`src/rtl/frp_pkg.sv`:
```
// Shared types and the fixed recovery frame list for the flash
// mode-recovery sequencer. Assumes frames of at most FRAME_W bits.
package frp_pkg;
    localparam int NUM_FRAMES = 4;
    localparam int IDX_W      = $clog2(NUM_FRAMES);
    localparam int FRAME_W    = 16;
    localparam int BITCNT_W   = $clog2(FRAME_W + 1);
    localparam int LANES      = 4;

    // Single-bit frames: DQ0 data, DQ1 released, DQ2/DQ3 held high.
    localparam logic [LANES-1:0] SINGLE_OE  = 4'b1101;
    localparam logic [LANES-1:0] SINGLE_VAL = 4'b1100;

    typedef struct packed {
        logic [BITCNT_W-1:0] nbits;
        logic [FRAME_W-1:0]  pattern;   // left aligned, MSB first
        logic                wide;      // all lanes driven high
    } frame_t;

    typedef enum logic [2:0] {E_IDLE, E_LEAD, E_HIGH, E_TRAIL, E_GAP} eng_state_t;
    typedef enum logic [1:0] {T_IDLE, T_FRAME, T_WAIT, T_READY} top_state_t;

    // Frame list: quad exit, dual exit, reset enable, reset.
    function automatic frame_t frame_of(input logic [IDX_W-1:0] idx);
        frame_t f;
        f.wide    = 1'b0;
        f.nbits   = BITCNT_W'(8);
        f.pattern = '0;
        case (idx)
            IDX_W'(0): begin f.wide = 1'b1; f.pattern = 16'hFFFF; end
            IDX_W'(1): begin f.wide = 1'b1; f.pattern = 16'hFFFF;
                             f.nbits = BITCNT_W'(16); end
            IDX_W'(2): f.pattern = 16'h6600;
            default:   f.pattern = 16'h9900;
        endcase
        return f;
    endfunction
endpackage

```
`src/rtl/frp_half_tick.sv`:
```
// Half-period tick generator for SCK. Emits one tick every div_i+1
// cycles while enabled; restarts from zero whenever disabled.
module frp_half_tick #(
    parameter int DIV_W = 8
) (
    input  logic             clk,
    input  logic             rst_n,
    input  logic             en_i,
    input  logic [DIV_W-1:0] div_i,
    output logic             tick_o
);
    logic [DIV_W-1:0] hc;

    assign tick_o = en_i && (hc == div_i);

    // Count cycles within the current half period.
    always_ff @(posedge clk) begin
        if (!rst_n)                hc <= '0;
        else if (!en_i || tick_o)  hc <= '0;
        else                       hc <= hc + 1'b1;
    end
endmodule

```
`src/rtl/frp_wait_timer.sv`:
```
// Down-counter for the post-reset idle time. Loaded with a cycle
// count, it counts down to zero and holds there.
module frp_wait_timer #(
    parameter int WAIT_W = 16
) (
    input  logic              clk,
    input  logic              rst_n,
    input  logic              load_i,
    input  logic [WAIT_W-1:0] value_i,
    output logic              expired_o
);
    logic [WAIT_W-1:0] cnt;

    assign expired_o = (cnt == '0);

    // Load on request, otherwise step toward zero.
    always_ff @(posedge clk) begin
        if (!rst_n)             cnt <= '0;
        else if (load_i)        cnt <= value_i;
        else if (cnt != '0)     cnt <= cnt - 1'b1;
    end
endmodule

```
`src/rtl/frp_frame_engine.sv`:
```
// Sends one frame per load pulse: chip select low, mode-0 clocking of
// nbits bits, chip select high, one half-period gap, then a done pulse.
// Assumes load_i arrives only while the engine is idle.
module frp_frame_engine
    import frp_pkg::*;
#(
    parameter int DIV_W = 8
) (
    input  logic             clk,
    input  logic             rst_n,
    input  logic             load_i,
    input  logic [IDX_W-1:0] idx_i,
    input  logic [DIV_W-1:0] div_i,
    output logic             cs_n_o,
    output logic             sck_o,
    output logic [LANES-1:0] dq_o,
    output logic [LANES-1:0] dq_oe_o,
    output logic             done_o
);
    eng_state_t          st;
    logic                tick;
    frame_t              fr;
    logic [FRAME_W-1:0]  shreg;
    logic [BITCNT_W-1:0] left;
    logic                wide_q;

    assign fr = frame_of(idx_i);

    frp_half_tick #(.DIV_W(DIV_W)) tick_i (
        .clk    (clk),
        .rst_n  (rst_n),
        .en_i   (st != E_IDLE),
        .div_i  (div_i),
        .tick_o (tick)
    );

    // Frame state machine: data changes only on SCK falling edges.
    always_ff @(posedge clk) begin
        if (!rst_n) begin
            st     <= E_IDLE;
            cs_n_o <= 1'b1;
            sck_o  <= 1'b0;
            shreg  <= '0;
            left   <= '0;
            wide_q <= 1'b0;
            done_o <= 1'b0;
        end else begin
            done_o <= 1'b0;
            case (st)
                E_IDLE: if (load_i) begin
                    cs_n_o <= 1'b0;
                    shreg  <= fr.pattern;
                    left   <= fr.nbits;
                    wide_q <= fr.wide;
                    st     <= E_LEAD;
                end
                E_LEAD: if (tick) begin
                    sck_o <= 1'b1;
                    st    <= E_HIGH;
                end
                E_HIGH: if (tick) begin
                    sck_o <= 1'b0;
                    if (left == BITCNT_W'(1)) begin
                        st <= E_TRAIL;
                    end else begin
                        left  <= left - 1'b1;
                        shreg <= {shreg[FRAME_W-2:0], 1'b0};
                        st    <= E_LEAD;
                    end
                end
                E_TRAIL: if (tick) begin
                    cs_n_o <= 1'b1;
                    st     <= E_GAP;
                end
                E_GAP: if (tick) begin
                    done_o <= 1'b1;
                    st     <= E_IDLE;
                end
                default: st <= E_IDLE;
            endcase
        end
    end

    // Per-lane drive: released with CS high, lane roles per frame type.
    for (genvar l = 0; l < LANES; l++) begin : g_lane
        if (l == 0) begin : g_data
            assign dq_o[l] = !cs_n_o && (wide_q || shreg[FRAME_W-1]);
        end else begin : g_fixed
            assign dq_o[l] = !cs_n_o && (wide_q || SINGLE_VAL[l]);
        end
        assign dq_oe_o[l] = !cs_n_o && (wide_q || SINGLE_OE[l]);
    end
endmodule

```
`src/rtl/flash_recover_seq.sv`:
```
// Top of the flash mode-recovery sequencer. On start, captures the
// divider and wait length, walks the frame list through the engine,
// idles for the wait length and then raises ready. Starts arriving
// while a sequence runs are ignored.
module flash_recover_seq
    import frp_pkg::*;
#(
    parameter int DIV_W  = 8,
    parameter int WAIT_W = 16
) (
    input  logic              clk,
    input  logic              rst_n,
    input  logic              start_i,
    input  logic [DIV_W-1:0]  clk_div_i,
    input  logic [WAIT_W-1:0] wait_cycles_i,
    output logic              cs_n_o,
    output logic              sck_o,
    output logic [3:0]        dq_o,
    output logic [3:0]        dq_oe_o,
    output logic              ready_o
);
    localparam logic [IDX_W-1:0] LAST_IDX = IDX_W'(NUM_FRAMES - 1);

    top_state_t        st;
    logic [IDX_W-1:0]  idx;
    logic              load;
    logic              done;
    logic              expired;
    logic              wait_load;
    logic [DIV_W-1:0]  div_q;
    logic [WAIT_W-1:0] wait_q;

    assign wait_load = (st == T_FRAME) && done && (idx == LAST_IDX);

    frp_frame_engine #(.DIV_W(DIV_W)) eng_i (
        .clk     (clk),
        .rst_n   (rst_n),
        .load_i  (load),
        .idx_i   (idx),
        .div_i   (div_q),
        .cs_n_o  (cs_n_o),
        .sck_o   (sck_o),
        .dq_o    (dq_o),
        .dq_oe_o (dq_oe_o),
        .done_o  (done)
    );

    frp_wait_timer #(.WAIT_W(WAIT_W)) tmr_i (
        .clk       (clk),
        .rst_n     (rst_n),
        .load_i    (wait_load),
        .value_i   (wait_q),
        .expired_o (expired)
    );

    // Sequence control: start capture, frame stepping, wait, ready.
    always_ff @(posedge clk) begin
        if (!rst_n) begin
            st      <= T_IDLE;
            idx     <= '0;
            load    <= 1'b0;
            ready_o <= 1'b0;
            div_q   <= '0;
            wait_q  <= '0;
        end else begin
            load <= 1'b0;
            case (st)
                T_IDLE, T_READY: if (start_i) begin
                    ready_o <= 1'b0;
                    div_q   <= clk_div_i;
                    wait_q  <= wait_cycles_i;
                    idx     <= '0;
                    load    <= 1'b1;
                    st      <= T_FRAME;
                end
                T_FRAME: if (done) begin
                    if (idx == LAST_IDX) begin
                        st <= T_WAIT;
                    end else begin
                        idx  <= idx + 1'b1;
                        load <= 1'b1;
                    end
                end
                T_WAIT: if (expired) begin
                    ready_o <= 1'b1;
                    st      <= T_READY;
                end
                default: st <= T_IDLE;
            endcase
        end
    end
endmodule

```
`config.mk`:
```
export PLATFORM = sky130hd
export DESIGN_NAME = flash_recover_seq
export DESIGN_NICKNAME = d
export VERILOG_FILES = /design/src/rtl/frp_pkg.sv /design/src/rtl/frp_half_tick.sv /design/src/rtl/frp_wait_timer.sv /design/src/rtl/frp_frame_engine.sv /design/src/rtl/flash_recover_seq.sv
export SDC_FILE = /design/constraint.sdc
export NUM_CORES = 1
export LEC_CHECK = 0
export BUFFER_PORTS_ARGS = -buffer_cell sky130_fd_sc_hd__buf_2
export CAP_MARGIN = 15
export CORE_ASPECT_RATIO = 0.6
export CORE_MARGIN = 5
export CORE_UTILIZATION = 50
export DETAILED_ROUTE_END_ITERATION = 10
export PLACE_DENSITY = 0.69
export SYNTH_ARGS = -nofsm -noshare
export SYNTH_HDL_FRONTEND = slang
export SYNTH_SLANG_ARGS = --single-unit
export TNS_END_PERCENT = 20
```
`constraint.sdc`:
```
create_clock -name clk -period 2.3 [get_ports clk]
set_input_delay 0.46 -clock clk [delete_from_list [all_inputs] [get_ports clk]]
set_output_delay 0.46 -clock clk [all_outputs]
set_load 0.05 [all_outputs]
```
==> impl_metrics.json, run 1 <==
{
  "status": "complete, no violations",
  "antenna_found_initial": 0,
  "regToRegSetupSlack_ps": 430,
  "drt-total-wl_um": 8524,
  "critPathMaxStageDelay_ps": 410,
  "cts_resized": 0,
  "grtUsageTotal_pct": 19.02,
  "dp_hpwl_um": 6130,
  "die_h_um": 77.60,
  "drt_drc_violations_left": 0,
  "p_per_area_mw_per_mm2": 1337,
  "postRouteAntennaNets": 0,
  "insertion_delay_ps": 340,
  "cts_setup_buffers": 0,
  "grt_max_degree": 29,
  "critPathSlowestCell": "or3_1",
  "area_delta_synth_final_pct": 16.33,
  "cts_max_path_buffers": 2,
  "whs_ps": 354.1,
  "synth_seq_area_share_pct": 43.12,
  "drt_iter0_drc": 305,
  "nets": 517,
  "worstSetupPathType": "reg -> reg",
  "die_x_um": 122.7,
  "grt.busiest_layer": "met1",
  "cts-root-buf": "clkbuf_16",
  "rsz0062_at_grt": "false",
  "ir_drop_mv": 0.5161,
  "fin_crit_sh_pct": 81.15,
  "gp_congestion": 0.8040,
  "cp_cell_sequence": "or3_1 -> o221ai_4 -> nor2_2 -> a21oi_1 -> o221a_2",
  "fin_cells": 587,
  "drv_cap": 0,
  "rows": 24,
  "io_pins": 38,
  "ys_ff_latch": 82,
  "final_cell_mix": "90 x nand2_1, 82 x dfxtp_1, 38 x a21oi_1",
  "cts_htree_levels": 3,
  "worstMarginPinSlew_ps": 391.7,
  "vias_per_cell": 5.421,
  "clkSlewWorstSetupHoldPaths_ps": 60,
  "holdBufCountCts": 0,
  "firstDrtPassIters": 5,
  "arrival_ps": 2150,
  "required_ps": 2580,
  "hold_class": "in -> reg",
  "worst_slack_ps": 433.6,
  "met3_usage_pct": 5.015,
  "wire_per_inst_um": 14.52,
  "final_common_cell": "nand2_1",
  "grt_pass1_wl_um": 14280,
  "r2r-start": "eng_i.left[2]",
  "start_util_pct": 51.96,
  "antenna_cells": 0,
  "synth_ff_type": "dfxtp_1",
  "dieArea_mm2": 0.009517,
  "postSynthNetCount": 480,
  "cts_buffers": 9,
  "final.min_clock_period_ps": 1866,
  "p_leak_nw": 1.798,
  "port_buffers": 37,
  "async_reset_ff_share_pct": 0,
  "drive_gt1_share_pct": 19.88,
  "finClkSkew_ps": 7.072,
  "met1_usage_pct": 28.73,
  "min-delay-start": "wait_cycles_i[2]",
  "maxSlewHeadroom_pct": 73.65,
  "synth_cell_type_count": 56,
  "crit_start": "eng_i.left[2]",
  "cts_tree": "done",
  "yosysWarnings": 0,
  "rr_worst_depth": 5,
  "hold_viol": 0,
  "hold_depth": 3,
  "fin_setup_tns_ps": 0,
  "met2_usage_pct": 25.59,
  "crit_path_end_kind": "flip-flop",
  "overflow": 0,
  "synth_area_mm2": 0.003807,
  "total_power_mw": 5.924,
  "cts.sinks": 82,
  "vias": 3182,
  "synth_edf_count": 0,
  "cp_max_fo": 7,
  "place_inst": 571,
  "worstSetupStartpointType": "flip-flop",
  "fmax_ghz": 0.5358,
  "coreArea_mm2": 0.007327,
  "grt_pass1_vias": 2843,
  "post-place-ws_ps": 466.2,
  "finalSetupViolCount": 0,
  "drv_slew": 0,
  "avgSynthCellArea_um2": 8.634,
  "syn_inst": 441
}
per-stage QoR:
step | util, % | cell area [um2]
4_1_cts | 60.45 | 4429
5_1_grt | 60.45 | 4429
2_1_floorplan | - | 3807
3_5_place_dp | 56.08 | 4109
3_3_place_gp | 56.08 | 4109
6_report | 60.45 | 4429
path summary, 6_finish.rpt:
check,endpoint
max reg2reg,eng_i.shreg[8]
max,eng_i.shreg[8]
min reg2reg,tmr_i.cnt[9]
min,wait_q[2]
flip-flops by register name (all words and copies together), names as in the netlist:
name             count
eng_i.shreg         16
tmr_i.cnt           16
wait_q              16
div_q                8
eng_i.tick_i.hc      8
eng_i.left           5
eng_i.st             3
idx                  2
st                   2
eng_i.cs_n_o         1
eng_i.done_o         1
eng_i.sck_o          1
eng_i.wide_q         1
load                 1
ready_o              1
power by group:
part           total [mW]  switching, mW  internal (mW)
Clock                1.53          0.557          0.976
Sequential           2.11          0.300           1.81
Combinational        2.28           1.35          0.935
metal layers:
layer	wire, um	vias to the layer above
met5	0	-
li1	-	1606
met3	464	12
met1	4573	1490
met4	129	0
met2	3357	74
Yosys cell counts (all sizes together), types with 3 or more instances:
cell type / count / area share, %
nand4: 4 / 0.66
nand2b: 6 / 1.2
and3: 4 / 0.66
o211ai: 3 / 0.59
clkbuf: 14 / 1.4
o221a: 15 / 4.4
o21ai: 10 / 1.3
buf: 13 / 2.1
nor4: 3 / 0.99
nand2: 90 / 8.9
and2: 5 / 0.82
a21oi: 38 / 5.0
xor2: 18 / 4.1
a211oi: 5 / 0.99
nand3: 22 / 3.0
xnor2: 7 / 1.6
nor3: 11 / 1.7
mux2i: 5 / 1.3
or3: 3 / 0.49
nor2: 24 / 2.6
inv: 12 / 1.2
nor2b: 4 / 0.66
dfxtp: 82 / 43
ha: 12 / 3.9
final cells by class:
cell class	count	area [um2]
clock inverters	5	77.57
well taps	104	130.1
fillers	684	2898
inverters	13	48.80
multi-input cells	319	1983
flip-flops and latches	82	1642
repair buffers	53	305.3
clock buffers	11	242.7
worst max-delay path, delay by kind of cell (launching register included):
family	cells	cell delay, ps
and+or+nand+nor	2	550
AOI/OAI and AO/OA	3	900
DFF	1	360
logic make-up (layout without fill, tap and decap cells):
family,Yosys count,in the layout,share of synthesized area [%]
muxes,6,6,1.610
xor gates and xnor gates,25,25,5.751
adders and majority gates,12,12,3.943
AOI/OAI and AO/OA,90,90,16.96
DFF,82,82,43.12
buffers and inverters,40,82,4.797
and+or+nand+nor,186,186,23.83
Power figures use the tool's default switching activity.
==> inputs of run 2 (changes only) <==
==> constraint.sdc (replaced) <==
create_clock -name clk -period 1.78 [get_ports clk]
set_input_delay 0.356 -clock clk [delete_from_list [all_inputs] [get_ports clk]]
set_output_delay 0.356 -clock clk [all_outputs]
set_load 0.05 [all_outputs]
==> run 2 against run 1 <==
Effect of this change: cell area rose by 5.2%; clock power rose by 23%; final cell count rose by 3.7%; register-to-register slack got worse by 410 ps; sequential power rose by 28%; critical path depth rose by 1; critical path type unchanged; first-iteration DRC count fell by 2.6%; flip-flop and latch count did not move; largest power group unchanged.
==> impl_metrics.json, run 2 (synthesized netlist as in run 1, its figures left out) <==
{
  "status": "complete, no violations",
  "cts_max_path_buffers": 2,
  "coreArea_mm2": 0.007327,
  "worstSetupStartpointType": "flip-flop",
  "top_regs": "eng_i.shreg: 16 flops, tmr_i.cnt: 16 flops, wait_q: 16 flops",
  "die_x_um": 122.7,
  "drt_iter0_drc": 297,
  "port_buffers": 37,
  "firstDrtPassIters": 5,
  "vias_per_cell": 5.384,
  "hold_viol": 0,
  "total_power_mw": 8.018,
  "grtUsageTotal_pct": 19.66,
  "swShare_pct": 37.58,
  "vias": 3279,
  "hold_class": "in -> reg",
  "drv_cap": 0,
  "drt_drc_violations_left": 0,
  "utilization_pct": 63.59,
  "antenna_cells": 0,
  "crit_cells": 6,
  "rr_worst_depth": 6,
  "cts-root-buf": "clkbuf_16",
  "grt_pass1_vias": 3026,
  "r2r-start": "tmr_i.cnt[2]",
  "finalSetupViolCount": 0,
  "overflow": 0,
  "critPathMaxStageDelay_ps": 330,
  "crit_family": "simple AND/OR/NAND/NOR gates",
  "crit_path_end_kind": "flip-flop",
  "final_cell_mix": "90 x nand2_1, 80 x dfxtp_1, 37 x buf_2",
  "arrival_ps": 1980,
  "start_util_pct": 51.96,
  "insertion_delay_ps": 340,
  "ir_drop_mv": 0.6772,
  "dieArea_mm2": 0.009517,
  "pwr-share-comb_pct": 42.9,
  "drt-total-wl_um": 9002,
  "p_per_area_mw_per_mm2": 1721,
  "fin_crit_sh_pct": 98.85,
  "worstMarginPinSlew_ps": 339.9,
  "p_leak_nw": 1.918,
  "cp_cell_sequence": "nor4_4 -> buf_4 -> nand4b_1 -> nand2b_4 -> a21o_1 -> mux2i_1",
  "regToRegSetupSlack_ps": 20,
  "antenna_found_initial": 0,
  "maxSlewHeadroom_pct": 77.16,
  "fmax_ghz": 0.5684,
  "cts_tree": "done",
  "drive_gt1_share_pct": 26.14,
  "holdBufCountCts": 0,
  "critPathSlowestCell": "dfxtp_2",
  "wire_per_inst_um": 14.78,
  "die_h_um": 77.60,
  "rows": 24,
  "cp_max_fo": 6,
  "p_seq_share_pct": 33.6,
  "finClkSkew_ps": 8.730,
  "area_delta_synth_final_pct": 22.38,
  "io_pins": 38,
  "crit_start": "tmr_i.cnt[2]",
  "required_ps": 2010,
  "cts_htree_levels": 3,
  "clkPwrFrac_pct": 23.4,
  "clkSlewWorstSetupHoldPaths_ps": 60,
  "dp_hpwl_um": 6250,
  "intPower_mw": 5.005,
  "grt_max_degree": 46,
  "final.min_clock_period_ps": 1759,
  "cts_buffers": 9,
  "drv_slew": 0,
  "grt_pass1_wl_um": 14870,
  "rsz0062_at_grt": "true",
  "postRouteAntennaNets": 0,
  "critPathBufInv": 1,
  "worstSetupPathType": "reg -> reg",
  "power_switching_mw": 3.013,
  "gp_congestion": 0.9048,
  "cts.sinks": 82,
  "final_common_cell": "nand2_1",
  "nets": 539,
  "rr_endpoint": "st[1]",
  "crit_end": "st[1]"
}
-- run 2: worst min-delay path by stage --
stage	start	end	cells past startpoint	slack (ps)
4_1_cts	wait_cycles_i[2]	wait_q[2]	3	240
2_1_floorplan	wait_q[10]	tmr_i.cnt[10]	2	420
3_3_place_gp	wait_q[8]	tmr_i.cnt[8]	2	440
5_1_grt	wait_cycles_i[2]	wait_q[2]	3	250
3_5_place_dp	wait_q[11]	tmr_i.cnt[11]	2	450
6_report	wait_cycles_i[13]	wait_q[13]	3	250
-- run 2: routing by layer --
layer | track usage, % | vias to the layer above | routed length [um]
met1 | 29.95 | 1532 | 4742
met4 | 5.698 | 0 | 74
met3 | 5.669 | 6 | 538
met5 | 0 | - | 0
met2 | 26.58 | 85 | 3647
li1 | - | 1656 | -
-- run 2: power by group through the flow --
| stage | combinational [mW] | clock (mW) | sequential [mW] |
|---|---|---|---|
| 6_report | 3.44 | 1.88 | 2.70 |
| 3_5_place_dp | 3.24 | 0 | 2.71 |
| 3_3_place_gp | 3.16 | 0 | 2.69 |
| 2_1_floorplan | 2.32 | 0 | 2.70 |
| 4_1_cts | 3.31 | 1.90 | 2.68 |
| 5_1_grt | 3.76 | 1.98 | 2.76 |
-- run 2: per-stage QoR --
step	hold slack, ps	setup WS [ps]	cell area (um2)	TNS (ps)	instances
global route	249.5	-77.89	4659	-957.0	609
detailed placement	445.3	-37.90	4287	-228.6	591
global placement	437.6	-29.04	4287	-310.0	591
floorplan	424.9	42.40	3810	0	441
finish	249.4	20.53	4659	0	609
CTS	244.6	-1.105	4598	-1.105	607
-- run 2: worst min-delay path, cell delays in order --
cell	delay (ps)
buf_2	90
nand2_1	40
a21oi_1	50
-- run 2: layout make-up --
cell class / instances / area [um2]
Inverter: 13 / 48.80
Tap cell: 104 / 130.1
Fill cell: 646 / 2668
Clock buffer: 11 / 252.7
Timing Repair Buffer: 75 / 495.5
Clock inverter: 5 / 52.55
Sequential cell: 82 / 1644
Multi-Input combinational cell: 319 / 2036
-- run 2: repair_timing --
action | CTS | global route
endpoints found under the setup margin | 19 | 41
gates resized for setup | 2 | 13
buffers inserted | 0 | 2
pin swaps | 1 | 2
